**config.mk**
```make
export PLATFORM = sky130hd
export DESIGN_NAME = fpm_dram_ctrl
export DESIGN_NICKNAME = d
export VERILOG_FILES = /design/src/rtl/fpm_pkg.sv /design/src/rtl/fpm_downcnt.sv /design/src/rtl/fpm_refresh.sv /design/src/rtl/fpm_dram_ctrl.sv
export SDC_FILE = /design/constraint.sdc
export NUM_CORES = 1
export LEC_CHECK = 0
export BUFFER_PORTS_ARGS = -buffer_cell sky130_fd_sc_hd__buf_2
export CAP_MARGIN = 5
export CELL_PAD_IN_SITES_DETAIL_PLACEMENT = 0
export CELL_PAD_IN_SITES_GLOBAL_PLACEMENT = 1
export CORE_MARGIN = 3
export CORE_UTILIZATION = 40
export DETAILED_ROUTE_END_ITERATION = 12
export MAX_ROUTING_LAYER = met4
export PLACE_DENSITY_LB_ADDON = 0.1
export SLEW_MARGIN = 25
export SYNTH_ARGS = -nofsm -noshare
export SYNTH_HDL_FRONTEND = slang
export SYNTH_SLANG_ARGS = --single-unit
```
**constraint.sdc**
```tcl
create_clock -name clk_i -period 2.5 [get_ports clk_i]
set_input_delay 0.125 -clock clk_i [delete_from_list [all_inputs] [get_ports clk_i]]
set_output_delay 0.125 -clock clk_i [all_outputs]
set_load 0.01 [all_outputs]
```
**src/rtl/fpm_pkg.sv**
```systemverilog
package fpm_pkg;

  typedef enum logic [3:0] {
    ST_IDLE,
    ST_PRE,
    ST_RADDR,
    ST_RCD,
    ST_CADDR,
    ST_CAS,
    ST_CP,
    ST_REF_ADDR,
    ST_REF
  } fpm_state_e;

  function automatic int fpm_max(input int a, input int b);
    return (a > b) ? a : b;
  endfunction

endpackage

```
**src/rtl/fpm_downcnt.sv**
```systemverilog
module fpm_downcnt #(
  parameter int W       = 8,
  parameter int RST_VAL = 0
) (
  input  logic         clk_i,
  input  logic         rst_ni,
  input  logic         load_i,
  input  logic [W-1:0] load_val_i,
  output logic         zero_o
);

  logic [W-1:0] cnt_q;

  always_ff @(posedge clk_i or negedge rst_ni) begin
    if (!rst_ni)              cnt_q <= W'(RST_VAL);
    else if (load_i)          cnt_q <= load_val_i;
    else if (cnt_q != '0)     cnt_q <= cnt_q - 1'b1;
  end

  assign zero_o = (cnt_q == '0);

endmodule

```
**src/rtl/fpm_refresh.sv**
```systemverilog
module fpm_refresh #(
  parameter int ROW_W = 12,
  parameter int T_REF = 780
) (
  input  logic             clk_i,
  input  logic             rst_ni,
  input  logic             ack_i,
  input  logic             done_i,
  output logic             pend_o,
  output logic [ROW_W-1:0] row_o
);

  localparam int IW = $clog2(T_REF + 1);

  logic             iv_zero;
  logic             pend_q;
  logic [ROW_W-1:0] row_q;

  fpm_downcnt #(.W(IW), .RST_VAL(T_REF - 1)) i_interval (
    .clk_i      (clk_i),
    .rst_ni     (rst_ni),
    .load_i     (iv_zero),
    .load_val_i (IW'(T_REF - 1)),
    .zero_o     (iv_zero)
  );

  always_ff @(posedge clk_i or negedge rst_ni) begin
    if (!rst_ni) begin
      pend_q <= 1'b0;
      row_q  <= '0;
    end else begin
      if (iv_zero)    pend_q <= 1'b1;
      else if (ack_i) pend_q <= 1'b0;
      if (done_i)     row_q  <= row_q + 1'b1;
    end
  end

  assign pend_o = pend_q;
  assign row_o  = row_q;

endmodule

```
**src/rtl/fpm_dram_ctrl.sv**
```systemverilog
module fpm_dram_ctrl
  import fpm_pkg::*;
#(
  parameter int ROW_W     = 12,
  parameter int COL_W     = 10,
  parameter int DATA_W    = 16,
  parameter int T_RCD     = 2,
  parameter int T_CAS     = 2,
  parameter int T_CP      = 1,
  parameter int T_RP      = 2,
  parameter int T_RFC     = 3,
  parameter int T_RAS_MAX = 1000,
  parameter int T_REF     = 780,
  localparam int AW       = ROW_W + COL_W,
  localparam int BUS_W    = (ROW_W > COL_W) ? ROW_W : COL_W
) (
  input  logic              clk_i,
  input  logic              rst_ni,
  input  logic              req_valid_i,
  output logic              req_ready_o,
  input  logic [AW-1:0]     req_addr_i,
  input  logic              req_we_i,
  input  logic [1:0]        req_be_i,
  input  logic [DATA_W-1:0] req_wdata_i,
  output logic              rsp_valid_o,
  output logic [DATA_W-1:0] rsp_rdata_o,
  output logic              dram_ras_no,
  output logic              dram_casl_no,
  output logic              dram_cash_no,
  output logic              dram_we_no,
  output logic              dram_oe_no,
  output logic [BUS_W-1:0]  dram_addr_o,
  output logic [DATA_W-1:0] dram_dq_o,
  output logic              dram_dq_oe_o,
  input  logic [DATA_W-1:0] dram_dq_i
);

  localparam int LANES   = 2;
  localparam int TMR_MAX = fpm_max(fpm_max(fpm_max(T_RCD, T_CAS), fpm_max(T_CP, T_RP)), T_RFC);
  localparam int TW      = $clog2(TMR_MAX + 1);
  localparam int RMW     = $clog2(T_RAS_MAX + 1);

  fpm_state_e state_q, state_d;

  logic              row_open_q, row_open_d;
  logic [ROW_W-1:0]  open_row_q, open_row_d;
  logic              acc_pend_q, acc_pend_d;
  logic              rq_we_q, rq_we_d;
  logic [1:0]        rq_be_q, rq_be_d;
  logic [ROW_W-1:0]  rq_row_q, rq_row_d;
  logic [COL_W-1:0]  rq_col_q, rq_col_d;
  logic [DATA_W-1:0] rq_wdata_q, rq_wdata_d;

  logic              tmr_load, tmr_zero;
  logic [TW-1:0]     tmr_val;
  logic              rmax_zero;
  logic              ref_pend, ref_ack, ref_done;
  logic [ROW_W-1:0]  ref_row;

  logic              accept, hit, ras_exp;

  logic              ras_n_q, we_n_q, oe_n_q, dq_oe_q, rsp_valid_q;
  logic [LANES-1:0]  cas_n_q;
  logic [BUS_W-1:0]  addr_q;
  logic [DATA_W-1:0] dq_q, rdata_q;

  assign ras_exp     = row_open_q && rmax_zero;
  assign req_ready_o = (state_q == ST_IDLE) && !ref_pend && !ras_exp;
  assign accept      = req_valid_i && req_ready_o;
  assign hit         = (req_addr_i[AW-1:COL_W] == open_row_q);

  always_comb begin
    state_d    = state_q;
    row_open_d = row_open_q;
    open_row_d = open_row_q;
    acc_pend_d = acc_pend_q;
    rq_we_d    = rq_we_q;
    rq_be_d    = rq_be_q;
    rq_row_d   = rq_row_q;
    rq_col_d   = rq_col_q;
    rq_wdata_d = rq_wdata_q;
    unique case (state_q)
      ST_IDLE: begin
        if (ref_pend) begin
          if (row_open_q) begin
            state_d    = ST_PRE;
            row_open_d = 1'b0;
            acc_pend_d = 1'b0;
          end else begin
            state_d = ST_REF_ADDR;
          end
        end else if (ras_exp) begin
          state_d    = ST_PRE;
          row_open_d = 1'b0;
          acc_pend_d = 1'b0;
        end else if (accept) begin
          rq_we_d    = req_we_i;
          rq_be_d    = req_be_i;
          rq_row_d   = req_addr_i[AW-1:COL_W];
          rq_col_d   = req_addr_i[COL_W-1:0];
          rq_wdata_d = req_wdata_i;
          if (row_open_q && hit) begin
            state_d = ST_CADDR;
          end else if (row_open_q) begin
            state_d    = ST_PRE;
            row_open_d = 1'b0;
            acc_pend_d = 1'b1;
          end else begin
            state_d = ST_RADDR;
          end
        end
      end
      ST_PRE: if (tmr_zero) begin
        state_d    = acc_pend_q ? ST_RADDR : ST_IDLE;
        acc_pend_d = 1'b0;
      end
      ST_RADDR: begin
        state_d    = ST_RCD;
        row_open_d = 1'b1;
        open_row_d = rq_row_q;
      end
      ST_RCD:      if (tmr_zero) state_d = ST_CADDR;
      ST_CADDR:    state_d = ST_CAS;
      ST_CAS:      if (tmr_zero) state_d = ST_CP;
      ST_CP:       if (tmr_zero) state_d = ST_IDLE;
      ST_REF_ADDR: state_d = ST_REF;
      ST_REF:      if (tmr_zero) state_d = ST_PRE;
      default:     state_d = ST_IDLE;
    endcase
  end

  // each timed state lasts exactly its parameter in cycles
  always_comb begin
    tmr_load = (state_d != state_q);
    unique case (state_d)
      ST_PRE:  tmr_val = TW'(T_RP - 1);
      ST_RCD:  tmr_val = TW'(T_RCD - 1);
      ST_CAS:  tmr_val = TW'(T_CAS - 1);
      ST_CP:   tmr_val = TW'(T_CP - 1);
      ST_REF:  tmr_val = TW'(T_RFC - 1);
      default: tmr_val = '0;
    endcase
  end

  assign ref_ack  = (state_q == ST_IDLE) && (state_d == ST_REF_ADDR);
  assign ref_done = (state_q == ST_REF) && tmr_zero;

  fpm_downcnt #(.W(TW), .RST_VAL(0)) i_state_tmr (
    .clk_i      (clk_i),
    .rst_ni     (rst_ni),
    .load_i     (tmr_load),
    .load_val_i (tmr_val),
    .zero_o     (tmr_zero)
  );

  fpm_downcnt #(.W(RMW), .RST_VAL(0)) i_ras_max (
    .clk_i      (clk_i),
    .rst_ni     (rst_ni),
    .load_i     (state_q == ST_RADDR),
    .load_val_i (RMW'(T_RAS_MAX - 1)),
    .zero_o     (rmax_zero)
  );

  fpm_refresh #(.ROW_W(ROW_W), .T_REF(T_REF)) i_refresh (
    .clk_i  (clk_i),
    .rst_ni (rst_ni),
    .ack_i  (ref_ack),
    .done_i (ref_done),
    .pend_o (ref_pend),
    .row_o  (ref_row)
  );

  always_ff @(posedge clk_i or negedge rst_ni) begin
    if (!rst_ni) begin
      state_q    <= ST_IDLE;
      row_open_q <= 1'b0;
      open_row_q <= '0;
      acc_pend_q <= 1'b0;
      rq_we_q    <= 1'b0;
      rq_be_q    <= '0;
      rq_row_q   <= '0;
      rq_col_q   <= '0;
      rq_wdata_q <= '0;
    end else begin
      state_q    <= state_d;
      row_open_q <= row_open_d;
      open_row_q <= open_row_d;
      acc_pend_q <= acc_pend_d;
      rq_we_q    <= rq_we_d;
      rq_be_q    <= rq_be_d;
      rq_row_q   <= rq_row_d;
      rq_col_q   <= rq_col_d;
      rq_wdata_q <= rq_wdata_d;
    end
  end

  // pins registered from next state: glitch-free strobes
  always_ff @(posedge clk_i or negedge rst_ni) begin
    if (!rst_ni) begin
      ras_n_q <= 1'b1;
      we_n_q  <= 1'b1;
      oe_n_q  <= 1'b1;
      dq_oe_q <= 1'b0;
      addr_q  <= '0;
      dq_q    <= '0;
    end else begin
      ras_n_q <= !((state_d inside {ST_RCD, ST_CADDR, ST_CAS, ST_CP, ST_REF}) ||
                   ((state_d == ST_IDLE) && row_open_d));
      we_n_q  <= !(rq_we_d && (state_d inside {ST_CADDR, ST_CAS}));
      dq_oe_q <= rq_we_d && (state_d inside {ST_CADDR, ST_CAS});
      oe_n_q  <= !(!rq_we_d && (state_d == ST_CAS));
      if (state_d == ST_RADDR)    addr_q <= BUS_W'(rq_row_d);
      if (state_d == ST_REF_ADDR) addr_q <= BUS_W'(ref_row);
      if (state_d == ST_CADDR)    addr_q <= BUS_W'(rq_col_d);
      if (state_d == ST_CADDR)    dq_q   <= rq_wdata_d;
    end
  end

  for (genvar g = 0; g < LANES; g++) begin : g_lane
    always_ff @(posedge clk_i or negedge rst_ni) begin
      if (!rst_ni) cas_n_q[g] <= 1'b1;
      else         cas_n_q[g] <= !((state_d == ST_CAS) && rq_be_d[g]);
    end
  end

  always_ff @(posedge clk_i or negedge rst_ni) begin
    if (!rst_ni) begin
      rsp_valid_q <= 1'b0;
      rdata_q     <= '0;
    end else begin
      rsp_valid_q <= (state_q == ST_CAS) && tmr_zero && !rq_we_q;
      if ((state_q == ST_CAS) && tmr_zero && !rq_we_q) rdata_q <= dram_dq_i;
    end
  end

  assign dram_ras_no  = ras_n_q;
  assign dram_casl_no = cas_n_q[0];
  assign dram_cash_no = cas_n_q[1];
  assign dram_we_no   = we_n_q;
  assign dram_oe_no   = oe_n_q;
  assign dram_addr_o  = addr_q;
  assign dram_dq_o    = dq_q;
  assign dram_dq_oe_o = dq_oe_q;
  assign rsp_valid_o  = rsp_valid_q;
  assign rsp_rdata_o  = rdata_q;

endmodule

```
==> impl_metrics.csv <==
group,metric,value,unit
clock_tree,clkSlewWorstSetupHoldPaths,60,ps
pwr,totalPowerFinal,11.0,mW
logic_synthesis,top_ff_cell_synth,"dfrtp_1",
logic_synthesis,synth_nets,627,
logic_synthesis,post_synth_top_area_cell,"dfrtp_1",
drt,first_iter_violations,223,
place,detailedPlacementHpwl,11.2,mm
finish,post_route_cells_drive_above_1_share,37.8,%
pwr,share_comb_of_total_power,42.2,%
setup_path,setup_slack_of_the_worst_register_to_register_path,120,ps
grt,antenna_violations_before_repair,0,
clock_tree,numCtsBuffers,17,
drt,num_vias,4924,
finish,sequential_cell_area,3640,um2
clock_tree,cts_tree,"done",
grt,wire_length_of_the_first_global_routing_pass,26.4,mm
clock_tree,clock_sinks,145,
finish,fin_cells,989,
logic_synthesis,netlist.area_leader.share,51.9,%
pwr,cell_internal_power,7.11,mW
pwr,p_leak,4.04,nW
logic_synthesis,synth_area_leaders,"dfrtp_1 (52%), mux2_2 (10%), nand2_1 (4.5%)",
finish,final_cell_mix,"dfrtp_1 (135), buf_2 (110), nand2_1 (78)",
drt,drtPass1Iterations,4,
pwr,worst_ir_drop_vdd,0.522,mV
die,design.core.area,15900,um2
sta,fin_setup_tns,0,ps
die,initial_core_util,41.0,%
hold_path,hold-path-endpoint,"rq_row_q[9]",
grt,grt_remaining_overflow,0,
setup_path,timing.critical_path.from_type,"flip-flop",
pwr,pwr-share-seq,35.3,%
logic_synthesis,ys_seq_elements,145,
pwr,power.clock.fraction,22.6,%
sta,worst_slew_margin_rel,50.3,%
die,dieArea,17800,um2
grt,largest_net_degree_at_the_start_of_global_routing,80,
sta,min_period_over_period,95.4,%
setup_path,r2r_cells,9,
finish,combined_area_of_the_multi_input_logic_cells,2730,um2
die,placementRows,46,
finish,fillers,1387,
clock_tree,cts.htree.levels,4,
drt,routed_wirelength,16.2,mm
logic_synthesis,syn_avg_cell_area,11.6,um2
clock_tree,clock_insertion_delay_worst_skew,420,ps
drt,post-route-drc-count,0,
place,dp_cells,900,
setup_path,worst_r2r_endpoint,"dram_addr_o[9]",
finish,synthToLayoutAreaGrowth,35.1,%
setup_path,reg2reg_from,"i_state_tmr.cnt_q[0]",
setup_path,critical_path_required,2830,ps
pwr,power_switching_share,35.6,%
grt,grt_pass1_vias,5157,
finish,insertedDiodeCount,0,
clock_tree,root_buffer,"clkbuf_16",
status,result_of_the_run,"finished clean",
die,io-pin-count,112,
setup_path,worstPathArrival,2720,ps
hold_path,hold_startpoint,"req_addr_i[19]",
place,detailed_place.area,7530,um2
place,gp_congestion,0.870,
sta,timing.final.setup_violations,0,
setup_path,timing_worst_setup_path_type,"flip-flop to flip-flop",
drt,wire_per_inst,16.4,um
logic_synthesis,synth_enable_flop_cells,0,
sta,fin_crit,2380,ps
logic_synthesis,post_synth_inst_count,562,
sta,timing_worst_slew_pin_value,745,ps
hold_path,min-delay-path-class,"input port to flip-flop",
logic_synthesis,ys.warnings.count,0,
flow_run,count_of_maximum_capacitance_violations,0,
logic_synthesis,post_synth_num_cell_types,63,
die,die_height,134,um
sta,worst_slack_on_hold_paths,8.04,ps
sta,clock_skew,10.6,ps
grt,grt_use_total,19.0,%
pwr,power.switching,3.92,mW
pwr,power_density,1250,nW/um2
sta,grt_setup_unrepaired,"true",
logic_synthesis,syn_area,6510,um2
drt,route.detailed.vias_per_inst,4.98,
die,die_width,134,um
place,port_buffers,111,
sta,final_report_max_slew_violation_count,0,
clock_tree,cts.path.max_buffers,2,
setup_path,largest_fanout_of_any_net_on_the_critical_path,12,
sta,maxClockFrequency,0.419,GHz
finish,num-nets-final,825,
drt,drt.antenna.violating_nets,0,
sta,timing.final.hold_violations,0,
finish,layout_commonest_cell,"dfrtp_1",
finish,post-route-cell-area,8790,um2
logic_synthesis,synth-async-reset-ratio,100,%
logic_synthesis,yosysSeqAreaShare,55.9,%
setup_path,cp-end-kind,"flip-flop",
hold_path,holdPathStages,2,
==> cell families after synthesis <==
| group | after synthesis | synth area share, % |
|---|---|---|
| multiplexers | 72 | 13.0 |
| buffers and inverters | 42 | 3.21 |
| AO/OA/AOI/OAI | 69 | 7.30 |
| adder cells (fa/ha/maj) | 6 | 1.11 |
| flip-flops | 145 | 55.9 |
| AND/OR/NAND/NOR | 195 | 15.0 |
| XOR/XNOR | 33 | 4.44 |
==> how the worst max path moves through the flow <==
| stage | cells past startpoint | from | slack (ps) | endpoint |
|---|---|---|---|---|
| 2_1_floorplan | 10 | state_q[0] | 100 | dram_dq_o[10] |
| 5_1_grt | 9 | i_state_tmr.cnt_q[0] | -40 | dram_addr_o[9] |
| 4_1_cts | 6 | state_q[1] | 40 | dram_dq_o[7] |
| 3_5_place_dp | 9 | i_state_tmr.cnt_q[0] | -60 | dram_addr_o[9] |
| 3_3_place_gp | 9 | i_state_tmr.cnt_q[0] | -8 | dram_addr_o[7] |
| 6_report | 9 | i_state_tmr.cnt_q[0] | 120 | dram_addr_o[9] |
==> critical path: stages (launching register included) <==
cell and delay, ps:
dfrtp_1 360, inv_1 50, ha_1 220, buf_4 160, maj3_1 390, nor3b_2 230
o21ba_2 180, and3_2 360, a22oi_1 140, a31oi_1 200
==> Yosys cell counts (4+ instances only) <==
cell and n:
and3_1 5, mux2_2 60, ha_1 5, mux2_4 10, clkbuf_1 13, a22oi_1 11
nor3_1 18, o211ai_1 4, o21ai_0 6, dfstp_2 10, nand3_1 25, nand2_1 78
nor2_1 24, nor4_1 7, inv_1 14, buf_2 7, a31oi_1 11, dfrtp_1 135
xnor2_1 16, or3_1 5, nand2b_1 9, a21oi_1 14, xor2_1 17
==> per-stage QoR <==
stage,worst slack (ps),util (%)
finish,115,55.4
global route,-36.1,55.4
CTS,39.3,54.3
detailed placement,-55.9,47.4
global placement,-8.31,47.4
floorplan,104,-
==> layout make-up <==
| class | instances | area share, % |
|---|---|---|
| clock buffers | 18 | 4.99 |
| multi-input cells | 375 | 31.1 |
| flip-flops and latches | 145 | 41.4 |
| inverters | 15 | 0.640 |
| clock inverters | 14 | 1.68 |
| repair buffers | 206 | 17.1 |
| well taps | 216 | 3.07 |
==> metal layers <==
metal	vias to the layer above	GRT usage, %	part of all wire (%)
met1	2453	24.1	46
met3	8	3.44	2.7
met5	-	-	0
li1	2372	-	-
met2	91	31.5	51
met4	0	5.66	0.73
==> timing repair <==
item	CTS	global route
gates cloned	0	3
setup buffers	0	3
setup endpoints to repair	10	31
resized for setup	1	15
hold buffers	51	0
pin swaps	0	2
hold endpoints to repair	120	0
==> flip-flops by register name, summed over array words and instances, names as in the netlist <==
signal / cells
dram_addr_o: 12
i_refresh.pend_o: 1
dram_casl_no: 1
i_state_tmr.cnt_q: 2
rq_be_q: 2
i_ras_max.cnt_q: 10
dram_dq_oe_o: 1
row_open_q: 1
rq_row_q: 12
rq_col_q: 10
open_row_q: 12
rq_we_q: 1
i_refresh.i_interval.cnt_q: 10
acc_pend_q: 1
rsp_valid_o: 1
i_refresh.row_o: 12
dram_oe_no: 1
rq_wdata_q: 16
dram_we_no: 1
dram_cash_no: 1
dram_ras_no: 1
dram_dq_o: 16
rsp_rdata_o: 16
state_q: 4
==> power by group through the flow <==
stage                     Clock (mW)  Combinational, mW  Sequential [mW]
after floorplan                    0               2.82             3.99
after global placement             0               4.34             3.89
after detailed placement           0               4.43             3.91
after CTS                       2.55               4.51             3.88
after global routing            2.65               5.12             4.01
final                           2.49               4.65             3.89
(Power assumes the default switching activity.)
